`src/rtl/rwarb_pkg.sv`:
```
package rwarb_pkg;
    typedef enum logic [1:0] {
        MODE_READ  = 2'd0,
        MODE_DRAIN = 2'd1,
        MODE_TURN  = 2'd2
    } arb_mode_e;
endpackage

```
`src/rtl/req_fifo.sv`:
```
module req_fifo #(
    parameter int DW    = 16,
    parameter int DEPTH = 16
) (
    input  logic                         clk,
    input  logic                         rst_n,
    input  logic                         push,
    input  logic [DW-1:0]                push_data,
    input  logic                         pop,
    output logic [DW-1:0]                head,
    output logic [$clog2(DEPTH+1)-1:0]   level,
    output logic                         full,
    output logic                         empty
);
    localparam int PW = (DEPTH > 1) ? $clog2(DEPTH) : 1;
    localparam int CW = $clog2(DEPTH + 1);

    typedef struct packed {
        logic [PW-1:0] wptr;
        logic [PW-1:0] rptr;
        logic [CW-1:0] cnt;
    } fifo_st_t;

    fifo_st_t st_d, st_q;
    logic [DW-1:0] mem_q [DEPTH];
    logic push_ok, pop_ok;

    assign full    = (st_q.cnt == CW'(DEPTH));
    assign empty   = (st_q.cnt == '0);
    assign push_ok = push && !full;
    assign pop_ok  = pop && !empty;
    assign head    = mem_q[st_q.rptr];
    assign level   = st_q.cnt;

    always_comb begin
        st_d = st_q;
        if (push_ok)
            st_d.wptr = (st_q.wptr == PW'(DEPTH - 1)) ? '0 : st_q.wptr + 1'b1;
        if (pop_ok)
            st_d.rptr = (st_q.rptr == PW'(DEPTH - 1)) ? '0 : st_q.rptr + 1'b1;
        if (push_ok && !pop_ok)
            st_d.cnt = st_q.cnt + 1'b1;
        else if (pop_ok && !push_ok)
            st_d.cnt = st_q.cnt - 1'b1;
    end

    always_ff @(posedge clk or negedge rst_n) begin
        if (!rst_n) st_q <= '0;
        else        st_q <= st_d;
    end

    always_ff @(posedge clk) begin
        if (push_ok) mem_q[st_q.wptr] <= push_data;
    end
endmodule

```
`src/rtl/mode_ctrl.sv`:
```
module mode_ctrl
    import rwarb_pkg::*;
#(
    parameter int WCW       = 5,
    parameter int DRAIN_MIN = 4,
    parameter int TURN_GAP  = 4
) (
    input  logic           clk,
    input  logic           rst_n,
    input  logic           rd_empty,
    input  logic           wr_empty,
    input  logic           wr_full,
    input  logic [WCW-1:0] wr_level,
    input  logic           wr_push_ok,
    input  logic           wr_pop_ok,
    output arb_mode_e      mode
);
    localparam int NW = $clog2(DRAIN_MIN + 1);
    localparam int TW = (TURN_GAP > 1) ? $clog2(TURN_GAP) : 1;

    typedef struct packed {
        arb_mode_e     mode;
        logic [NW-1:0] done_cnt;
        logic [TW-1:0] gap_tmr;
    } ctl_st_t;

    ctl_st_t st_d, st_q;
    logic [WCW:0] wr_after;
    logic         min_met;

    assign mode     = st_q.mode;
    assign wr_after = {1'b0, wr_level} + (wr_push_ok ? 1'b1 : 1'b0) - (wr_pop_ok ? 1'b1 : 1'b0);

    always_comb begin
        st_d    = st_q;
        min_met = 1'b0;
        unique case (st_q.mode)
            MODE_READ: begin
                st_d.done_cnt = '0;
                if (!wr_empty && (rd_empty || wr_full))
                    st_d.mode = MODE_DRAIN;
            end
            MODE_DRAIN: begin
                if (wr_pop_ok && (st_q.done_cnt != NW'(DRAIN_MIN)))
                    st_d.done_cnt = st_q.done_cnt + 1'b1;
                min_met = (st_d.done_cnt == NW'(DRAIN_MIN));
                if ((wr_after == '0) || (min_met && !rd_empty)) begin
                    st_d.mode    = MODE_TURN;
                    st_d.gap_tmr = TW'(TURN_GAP - 1);
                end
            end
            MODE_TURN: begin
                if (st_q.gap_tmr == '0) st_d.mode = MODE_READ;
                else                    st_d.gap_tmr = st_q.gap_tmr - 1'b1;
            end
            default: st_d.mode = MODE_READ;
        endcase
    end

    always_ff @(posedge clk or negedge rst_n) begin
        if (!rst_n) st_q <= '{mode: MODE_READ, done_cnt: '0, gap_tmr: '0};
        else        st_q <= st_d;
    end
endmodule

```
`src/rtl/rw_mode_arbiter.sv`:
```
module rw_mode_arbiter
    import rwarb_pkg::*;
#(
    parameter int DW        = 16,
    parameter int RD_DEPTH  = 30,
    parameter int WR_DEPTH  = 16,
    parameter int DRAIN_MIN = 4,
    parameter int TURN_GAP  = 4
) (
    input  logic          clk,
    input  logic          rst_n,
    input  logic          rd_req_valid,
    input  logic [DW-1:0] rd_req_data,
    output logic          rd_buf_full,
    input  logic          wr_req_valid,
    input  logic [DW-1:0] wr_req_data,
    output logic          wr_buf_full,
    output logic          issue_valid,
    input  logic          issue_ready,
    output logic          issue_is_write,
    output logic [DW-1:0] issue_data,
    output logic [1:0]    arb_mode
);
    localparam int RCW = $clog2(RD_DEPTH + 1);
    localparam int WCW = $clog2(WR_DEPTH + 1);

    arb_mode_e     mode;
    logic [DW-1:0] rd_head, wr_head;
    logic [RCW-1:0] rd_level;
    logic [WCW-1:0] wr_level;
    logic          rd_empty, wr_empty;
    logic          rd_pop, wr_pop;
    logic          wr_push_ok;

    assign rd_pop     = issue_ready && (mode == MODE_READ) && !rd_empty;
    assign wr_pop     = issue_ready && (mode == MODE_DRAIN) && !wr_empty;
    assign wr_push_ok = wr_req_valid && !wr_buf_full;

    req_fifo #(.DW(DW), .DEPTH(RD_DEPTH)) u_rd_buf (
        .clk(clk), .rst_n(rst_n),
        .push(rd_req_valid), .push_data(rd_req_data), .pop(rd_pop),
        .head(rd_head), .level(rd_level), .full(rd_buf_full), .empty(rd_empty)
    );

    req_fifo #(.DW(DW), .DEPTH(WR_DEPTH)) u_wr_buf (
        .clk(clk), .rst_n(rst_n),
        .push(wr_req_valid), .push_data(wr_req_data), .pop(wr_pop),
        .head(wr_head), .level(wr_level), .full(wr_buf_full), .empty(wr_empty)
    );

    mode_ctrl #(.WCW(WCW), .DRAIN_MIN(DRAIN_MIN), .TURN_GAP(TURN_GAP)) u_ctl (
        .clk(clk), .rst_n(rst_n),
        .rd_empty(rd_empty), .wr_empty(wr_empty), .wr_full(wr_buf_full),
        .wr_level(wr_level), .wr_push_ok(wr_push_ok), .wr_pop_ok(wr_pop),
        .mode(mode)
    );

    always_comb begin
        issue_valid    = 1'b0;
        issue_is_write = 1'b0;
        issue_data     = rd_head;
        unique case (mode)
            MODE_READ:  issue_valid = !rd_empty;
            MODE_DRAIN: begin
                issue_valid    = !wr_empty;
                issue_is_write = 1'b1;
                issue_data     = wr_head;
            end
            default: issue_valid = 1'b0;
        endcase
    end

    assign arb_mode = mode;
endmodule

```
`config.mk`:
```
export PLATFORM = sky130hd
export DESIGN_NAME = rw_mode_arbiter
export DESIGN_NICKNAME = d
export VERILOG_FILES = /design/src/rtl/rwarb_pkg.sv /design/src/rtl/req_fifo.sv /design/src/rtl/mode_ctrl.sv /design/src/rtl/rw_mode_arbiter.sv
export SDC_FILE = /design/constraint.sdc
export NUM_CORES = 1
export LEC_CHECK = 0
export ABC_AREA = 1
export BUFFER_PORTS_ARGS = -buffer_cell sky130_fd_sc_hd__buf_2
export CAP_MARGIN = 10
export CORE_MARGIN = 4
export CORE_UTILIZATION = 55
export DETAILED_ROUTE_END_ITERATION = 8
export PLACE_DENSITY_LB_ADDON = 0.3
export SLEW_MARGIN = 20
export SYNTH_ARGS = -nofsm -noshare
export SYNTH_HDL_FRONTEND = slang
export SYNTH_SLANG_ARGS = --single-unit
```
`constraint.sdc`:
```
create_clock -name clk -period 2.83 [get_ports clk]
set_clock_uncertainty 0.05 [all_clocks]
set_input_delay 0 -clock clk [delete_from_list [all_inputs] [get_ports clk]]
set_output_delay 0 -clock clk [all_outputs]
set_load 0.005 [all_outputs]
```
==> reports/results.tsv, run 1 <==
stage	metric	value	unit
status	status	finished with violations	
status	violations in the final reports	hold timing	
power_and_ir_drop	Internal	23.7	mW
worst_hold_path	Worst Hold Class	input pin to asynchronous set/reset pin	
floorplanning	IO Pins	59	
clocking	H-tree Lvls	3	
setup_path	worst r2r dst	u_ctl.st_q[0]$_DFFE_PN0P_	
floorplanning	die footprint	61400	sq um
routing	WL final	81.3	mm
clocking	Root Buffer	clkbuf_16	
logic_synthesis	synthesized net count	2574	
place	worst slack, placed	-15.1	ps
layout	share of the core filled with cells	64.5	%
logic_synthesis	main combinational cell family by area after synthesis	compound AO/OA/AOI/OAI gates	
power_and_ir_drop	pwr dens	1040	nW/um^2
place	# port buffers	58	
clocking	CTS Sinks	771	
setup_path	Reg2Reg Setup Slack	20	ps
floorplanning	std cell rows	87	
setup_path	CP Launch Type	flop	
layout	Final Cell Area	36500	sq um
layout	layout net count	2742	
setup_path	max incr delay on CP	440	ps
logic_synthesis	Adder-Cell Fraction of Synth Area	1.50	%
logic_synthesis	ys async rst share	4.54	%
setup_path	Worst path slowest cell	fa_1	
logic_synthesis	mux share of post-synthesis cell area	0	%
layout	most frequent cells in the layout	edfxtp_1 (736), nor2_1 (497), o21ai_0 (387)	
layout	area delta synth->final	15.6	%
clocking	TritonCTS buffer count	79	
global_route	first-pass GRT wire length	120	mm
setup_path	Worst setup EP type	flop	
place	gp weighted congestion	0.844	
routing	Avg WL per Cell	23.3	microns
clocking	CTS clk-pin slew, worst paths	60	ps
logic_synthesis	Area contributors post-synth	edfxtp_1 (70%), o21ai_0 (6.2%), nor2_1 (6.1%)	
timing	Setup violations, final	0	
logic_synthesis	cell taking the most area after synthesis	edfxtp_1	
floorplanning	Die Ht	248	microns
timing	Max Freq	355	MHz
setup_path	cells on worst reg2reg path	21	
timing	fin crit share	99.4	%
timing	Slew HR	39.8	%
setup_path	crit-path max FO	6	
logic_synthesis	#FFs+latches synth	771	
setup_path	critical path, cell by cell	inv_2 > ha_4 > nand2_2 > nor2_2 > inv_1 > nand2_2 > inv_4 > ha_4 > inv_4 > ha_4 > fa_1 > nor2_1 > nand4_1 > nor2_1 > nand3_1 > nand2_1 > inv_2 > nand2_4 > nand2_4 > nand2_2 > nand2_1	
power_and_ir_drop	leak pwr	12.5	nW
timing	worst hold margin	-3.03	ps
clocking	Clock Path Buffers	3	
routing	vias per inst	6.09	
logic_synthesis	Netlist cell types	40	
logic_synthesis	Post-synth EDFFs	736	
setup_path	worst reg2reg path startpoint	u_wr_buf.level[3]$_DFFE_PN0P_	
layout	layout cell share with drive strength beyond 1	15.5	%
global_route	initial antenna violation count	1	
routing	antenna-violating nets left	0	
timing	RSZ-0062 raised after global routing	true	
place	DP Area	33100	sq um
logic_synthesis	post-synthesis compound-gate area fraction	11.9	%
timing	final worst slack	15.7	ps
logic_synthesis	Synth Area in XOR/XNOR	0.222	%
power_and_ir_drop	logic gate share of total power	37.8	%
routing	Vias	21227	
floorplanning	core area	56600	sq um
setup_path	CP Data Arrival Time	3290	ps
global_route	largest net degree at the start of global routing	84	
power_and_ir_drop	Sequential Power Share	37.3	%
routing	initial DRC count	2378	
logic_synthesis	synthesis warning total	0	
timing	fin crit period	2810	ps
logic_synthesis	post-synthesis sequential area ratio	72.7	%
global_route	vias in the first global route	20499	
place	hpwl dp	44.3	mm
layout	commonest non-fill, non-tap cell in the layout	edfxtp_1	
logic_synthesis	synthesized area	31600	sq um
timing	final count of hold timing violations	3	
job	max_cap viols	0	
timing	worst slew pin tran	903	ps
logic_synthesis	Top FF cell, synth	edfxtp_1	
clocking	CTS tree	yes	
setup_path	Setup Crit Path Kind	flop to flop	
clocking	Clock Latency Late Sink	630	ps
floorplanning	Starting Density	55.8	%
power_and_ir_drop	switching share of total power	37.6	%
floorplanning	Die X	248	microns
timing	Final Max Tran Viols	0	
setup_path	Critical Path RT	3310	ps
timing	setup TNS	0	ps
logic_synthesis	top cell type's share of synthesized area	69.9	%
logic_synthesis	simple-gate share of the synthesized area	10.2	%
power_and_ir_drop	clock share of power	24.9	%
logic_synthesis	Cells after Synth	2501	
global_route	remaining global-route overflow	0	
power_and_ir_drop	switching power	14.3	mW
power_and_ir_drop	maximum vdd drop	0.685	mV
global_route	GRT Total Usage	25.9	%
logic_synthesis	Avg Inst Size Synth	12.6	sq um
routing	First-pass DRT Iterations	6	
routing	DRC	0	
-- logic make-up after synthesis --
logic type | count (synthesis)
buffers and inverters | 223
AND/OR/NAND/NOR | 811
XOR/XNOR | 8
flip-flops | 771
AO/OA/AOI/OAI | 652
adder cells (fa/ha/maj) | 36
-- metal layers --
| layer | wire (microns) | up-vias | share of wire, % | track usage (%) |
|---|---|---|---|---|
| li1 | - | 9493 | - | - |
| met1 | 31300 | 10369 | 39 | 34.4 |
| met5 | 0 | - | 0 | 0 |
| met3 | 7800 | 172 | 9.6 | 4.86 |
| met4 | 2780 | 0 | 3.4 | 9.81 |
| met2 | 39400 | 1193 | 48 | 42.8 |
-- what timing repair did --
action	in CTS	in global routing
setup endpoints to repair	18	20
gates cloned	3	7
hold endpoints to repair	788	0
buffers inserted	11	10
hold buffers	37	0
pin swaps	1	23
resized for setup	23	62
-- worst max-delay path, delay by kind of cell, from the launching register on --
family,cells,cell delay (ps)
buffers and inverters,5,270
and+or+nand+nor,12,990
adders and majority gates,4,990
DFF,1,390
-- flip-flops by register name, summed over array words and instances, names as in the netlist --
name            cells
u_ctl.mode          2
u_ctl.st_q          5
u_rd_buf.level      5
u_rd_buf.mem_q    480
u_rd_buf.st_q      10
u_wr_buf.level      5
u_wr_buf.mem_q    256
u_wr_buf.st_q       8
-- Yosys cell counts (8+ instances only) --
| cell | count |
|---|---|
| nand3_1 | 90 |
| inv_1 | 59 |
| nor2_1 | 517 |
| clkbuf_1 | 71 |
| o22ai_1 | 63 |
| edfxtp_1 | 736 |
| o221ai_1 | 39 |
| nor2_2 | 10 |
| o21ai_0 | 390 |
| ha_1 | 33 |
| inv_2 | 8 |
| nor3_1 | 8 |
| dfrtp_1 | 35 |
| nand2_1 | 176 |
| o211ai_1 | 80 |
| buf_4 | 17 |
| a21oi_1 | 49 |
| buf_6 | 11 |
| o21ai_1 | 19 |
| buf_2 | 50 |
-- power by group through the flow --
stage               logic [mW]  registers, mW  clock network, mW
finish                    14.3           14.1               9.46
global route              15.6           14.2               10.1
CTS                       13.3           14.1               9.57
detailed placement        12.7           14.4                  0
global placement          12.2           14.3                  0
floorplan                 8.43           14.1                  0
-- metrics by stage --
step,instances,power [mW]
finish,3485,37.9
global route,3485,39.9
CTS,3468,37.0
detailed placement,3277,27.0
global placement,3277,26.6
floorplan,2501,22.5
-- cell type report --
cell class	count	area (sq um)
Fill cell	4105	20100
Sequential cell	771	23000
Timing Repair Buffer	240	2110
Tap cell	756	946
Antenna cell	1	2.50
Clock buffer	97	2080
Timing Repair inverter	2	22.5
Clock inverter	43	251
Multi-Input combinational cell	1507	7820
Inverter	68	302
-- how the worst max path moves through the flow --
stage | start | end | slack [ps] | depth (start not counted)
after floorplan | u_wr_buf.level[2]$_DFFE_PN0P_ | u_ctl.st_q[0]$_DFFE_PN0P_ | 1 | 21
after global placement | u_wr_buf.level[2]$_DFFE_PN0P_ | u_ctl.st_q[0]$_DFFE_PN0P_ | 30 | 21
after detailed placement | u_wr_buf.level[2]$_DFFE_PN0P_ | u_ctl.st_q[0]$_DFFE_PN0P_ | -20 | 21
after CTS | u_rd_buf.st_q[5]$_DFFE_PN0P_ | issue_data[10] | 3 | 10
after global routing | u_wr_buf.level[2]$_DFFE_PN0P_ | u_ctl.st_q[1]$_DFFE_PN0P_ | -170 | 21
final | u_wr_buf.level[3]$_DFFE_PN0P_ | u_ctl.st_q[0]$_DFFE_PN0P_ | 20 | 21
Note: power is estimated with default switching activity, not from simulation.
==> run 2: changes to the inputs <==
--- a/config.mk
+++ b/config.mk
@@ -5,7 +5,6 @@
 export SDC_FILE = /design/constraint.sdc
 export NUM_CORES = 1
 export LEC_CHECK = 0
-export ABC_AREA = 1
 export BUFFER_PORTS_ARGS = -buffer_cell sky130_fd_sc_hd__buf_2
 export CAP_MARGIN = 10
 export CORE_MARGIN = 4
==> run 2 against run 1 <==
The run ends with setup timing left. Total power up 0.58%. Routed wire length down 16%. Core utilization up 2.6 points. Sequential power about the same. Cell area up 1.4%. Critical endpoint is now u_ctl.mode[0]$_DFFE_PN0P_. Largest power group is now sequential cells. Highest routed layer unchanged.
==> reports/results.tsv, run 2 <==
stage	metric	value	unit	change
status	status	finished with violations		
status	violations in the final reports	setup timing		
timing	final worst slack	-412	ps	-427 ps
clocking	CTS Sinks	771		unchanged
timing	fin crit share	115	%	+15 points
setup_path	Critical Path RT	3280	ps	-30 ps
clocking	Clock Path Buffers	3		unchanged
global_route	vias in the first global route	16090		-22%
timing	final count of hold timing violations	0		-3
timing	worst slew pin tran	1130	ps	+227 ps
routing	antenna-violating nets left	0		unchanged
layout	layout net count	1786		-35%
logic_synthesis	cell taking the most area after synthesis	edfxtp_1		
floorplanning	IO Pins	59		unchanged
global_route	first-pass GRT wire length	103	mm	-14%
power_and_ir_drop	clock share of power	25.3	%	+0.4 points
power_and_ir_drop	maximum vdd drop	0.708	mV	+3.3%
layout	commonest non-fill, non-tap cell in the layout	edfxtp_1		
routing	First-pass DRT Iterations	5		-1
layout	non-filler instance count after layout	2515		-28%
logic_synthesis	Area contributors post-synth	edfxtp_1 (72%), mux4_2 (15%), dfrtp_1 (2.8%)		
layout	diodes inserted	0		-1
global_route	remaining global-route overflow	0		unchanged
logic_synthesis	post-synthesis sequential area ratio	74.7	%	+2.0 points
routing	vias per inst	6.11		+0.25%
power_and_ir_drop	switching power	11.8	mW	-17%
power_and_ir_drop	switching share of total power	31.1	%	-6.5 points
setup_path	critical path, cell by cell	inv_2 > ha_4 > nor3b_4 > and2_4 > nor2b_4 > ha_4 > inv_4 > ha_4 > fa_2 > xor2_2 > a2111oi_4 > o211ai_1 > o211a_1 > a211oi_4 > mux2_4		
timing	worst hold margin	251	ps	+254 ps
logic_synthesis	cell with the most instances after synthesis	edfxtp_1		
setup_path	CP Launch Type	flop		
logic_synthesis	Netlist cell types	49		+23%
routing	DRC	0		unchanged
timing	Setup violations, final	20		+20
timing	Final Max Tran Viols	0		unchanged
global_route	largest net degree at the start of global routing	52		-38%
layout	Multi-input gate area	8080	sq um	+3.3%
logic_synthesis	synthesized net count	1525		-41%
power_and_ir_drop	pwr dens	1030	nW/um^2	-0.85%
power_and_ir_drop	leak pwr	12.2	nW	-3.0%
logic_synthesis	Cells after Synth	1452		-42%
place	# port buffers	58		unchanged
logic_synthesis	synthesis warning total	0		unchanged
logic_synthesis	Avg Inst Size Synth	21.2	sq um	+68%
timing	Slew HR	24.7	%	-15 points
layout	area delta synth->final	20.5	%	
setup_path	crit-path max FO	2		-4
global_route	initial antenna violation count	0		-1
routing	WL final	68.3	mm	-16%
power_and_ir_drop	logic gate share of total power	37.3	%	-0.5 points
floorplanning	Die X	244	microns	-1.3%
logic_synthesis	Post-synth EDFFs	736		unchanged
logic_synthesis	ys async rst share	4.54	%	unchanged
layout	Sequential Area	23000	sq um	about the same
setup_path	CP Data Arrival Time	3690	ps	+400 ps
setup_path	critical path's most frequent cell	ha_4		
clocking	H-tree Lvls	3		unchanged
floorplanning	die footprint	59700	sq um	-2.6%
setup_path	max incr delay on CP	380	ps	-60 ps
floorplanning	std cell rows	86		-1.1%
setup_path	Worst setup EP type	flop		
job	max_cap viols	0		unchanged
clocking	CTS clk-pin slew, worst paths	60	ps	about the same
logic_synthesis	top cell type's share of synthesized area	71.9	%	+2.0 points
global_route	GRT Total Usage	23.0	%	-2.9 points
power_and_ir_drop	Sequential Power Share	37.3	%	about the same
worst_hold_path	Worst Hold Class	input pin to flop		
timing	Max Freq	308	MHz	-13%
place	Placed Instances	2303		-30%
layout	max reg flops	480		unchanged
logic_synthesis	Top FF cell, synth	edfxtp_1		
place	hpwl dp	39.2	mm	-12%
layout	layout cell share with drive strength beyond 1	38.8	%	+23 points
logic_synthesis	top cells by count, synth	edfxtp_1 (736), mux4_2 (208), nor2_1 (48), nand2_1 (42), clkbuf_1 (41)		
setup_path	Worst path slowest cell	dfrtp_1		
layout	fillers	3364		-18%
clocking	CTS tree	yes		
logic_synthesis	synthesized area	30700	sq um	-2.7%
floorplanning	Die Ht	244	microns	-1.3%
place	gp weighted congestion	0.763		-9.6%
layout	Largest regs	u_rd_buf.mem_q (480), u_wr_buf.mem_q (256), u_rd_buf.st_q (10)		
clocking	Root Buffer	clkbuf_16		
layout	most frequent cells in the layout	edfxtp_1 (736), mux4_2 (208), buf_4 (106)		
timing	RSZ-0062 raised after global routing	true		
clocking	TritonCTS buffer count	77		-2.5%
routing	Vias	15357		-28%
routing	Avg WL per Cell	27.2	microns	+16%
floorplanning	Starting Density	55.7	%	-0.14 points
timing	fin crit period	3240	ps	+427 ps
place	worst slack, placed	-663	ps	-648 ps
power_and_ir_drop	Internal	26.3	mW	+11%
floorplanning	core area	55200	sq um	-2.5%
routing	initial DRC count	1361		-43%
clocking	Clock Latency Late Sink	610	ps	-20 ps
logic_synthesis	#FFs+latches synth	771		unchanged
power_and_ir_drop	Pwr Total	38.1	mW	+0.58%
layout	Largest Register	u_rd_buf.mem_q		
setup_path	Setup Crit Path Kind	flop to flop		
-- run 2: per-layer routing --
layer	up-vias	GRT usage, %	share of wire (%)
li1	6513	-	-
met4	0	6.07	2.2
met5	-	0	0
met2	589	40.2	54
met3	115	3.91	5.7
met1	8140	30.4	38
-- run 2: worst paths after layout --
kind	start	slack [ps]	cells past startpoint	end
worst min-delay path	wr_req_data[0]	250	2	u_wr_buf.mem_q[7][0]$_DFFE_PP_
max in group asynchronous	rst_n	2110	4	u_rd_buf.st_q[5]$_DFFE_PN0P_
worst min register to register	u_rd_buf.level[4]$_DFFE_PN0P_	460	1	u_rd_buf.level[4]$_DFFE_PN0P_
worst max register to register	u_wr_buf.level[3]$_DFFE_PN0P_	-410	15	u_ctl.mode[0]$_DFFE_PN0P_
min in group asynchronous	rst_n	390	4	u_wr_buf.st_q[11]$_DFFE_PN0N_
worst max-delay path	u_wr_buf.level[3]$_DFFE_PN0P_	-410	15	u_ctl.mode[0]$_DFFE_PN0P_
-- run 2: stage by stage --
| stage | setup TNS (ps) | utilization [%] | instance area, sq um |
|---|---|---|---|
| detailed placement | -2120 | 59.6 | 32900 |
| CTS | -5060 | 66.3 | 36600 |
| floorplan | -2360 | - | 30900 |
| global placement | -1740 | 59.6 | 32900 |
| global route | -6960 | 67.1 | 37100 |
| finish | -4830 | 67.1 | 37100 |
-- run 2: what timing repair did --
action	CTS	global route
endpoints found under the setup margin	23	21
resized for setup	112	73
buffers inserted	25	14
cloned	6	1
hold buffers	38	0
pin swaps	26	30
endpoints found under the hold margin	790	0
-- run 2: area by class of cell --
| cell class | count | share of cell area (%) |
|---|---|---|
| timing repair buffer | 262 | 6.88 |
| sequential | 771 | 62.1 |
| clock buffer | 101 | 5.67 |
| clock inverter | 32 | 0.750 |
| tap | 748 | 2.53 |
| multi-input combinational | 571 | 21.8 |
| inverter | 30 | 0.311 |
-- run 2: logic make-up (layout without fill, tap and decap cells) --
group,after synthesis,in the layout,synth area share (%)
and+or+nand+nor,158,158,2.55
adders and majority gates,36,36,1.54
xor gates and xnor gates,16,16,0.456
muxes,246,246,16.6
AOI/OAI and AO/OA,115,115,2.38
DFF,771,771,74.7
buffers and inverters,110,425,1.77
-- run 2: power groups by stage --
stage | Combinational, mW | Sequential (mW) | Clock, mW
3_5_place_dp | 11.1 | 14.4 | 0
5_1_grt | 15.1 | 14.3 | 10.3
3_3_place_gp | 10.9 | 14.4 | 0
4_1_cts | 13.2 | 14.2 | 9.85
6_report | 14.2 | 14.2 | 9.66
2_1_floorplan | 7.62 | 14.0 | 0
-- run 2: worst max-delay path, delay by kind of cell, from the launching register on --
kind            cells  cell delay (ps)
buf+inv             2              110
xor+xnor            1              170
mux                 1              330
fa+ha+maj           4              940
compound gates      4              740
simple gates        3              430
flops               1              380
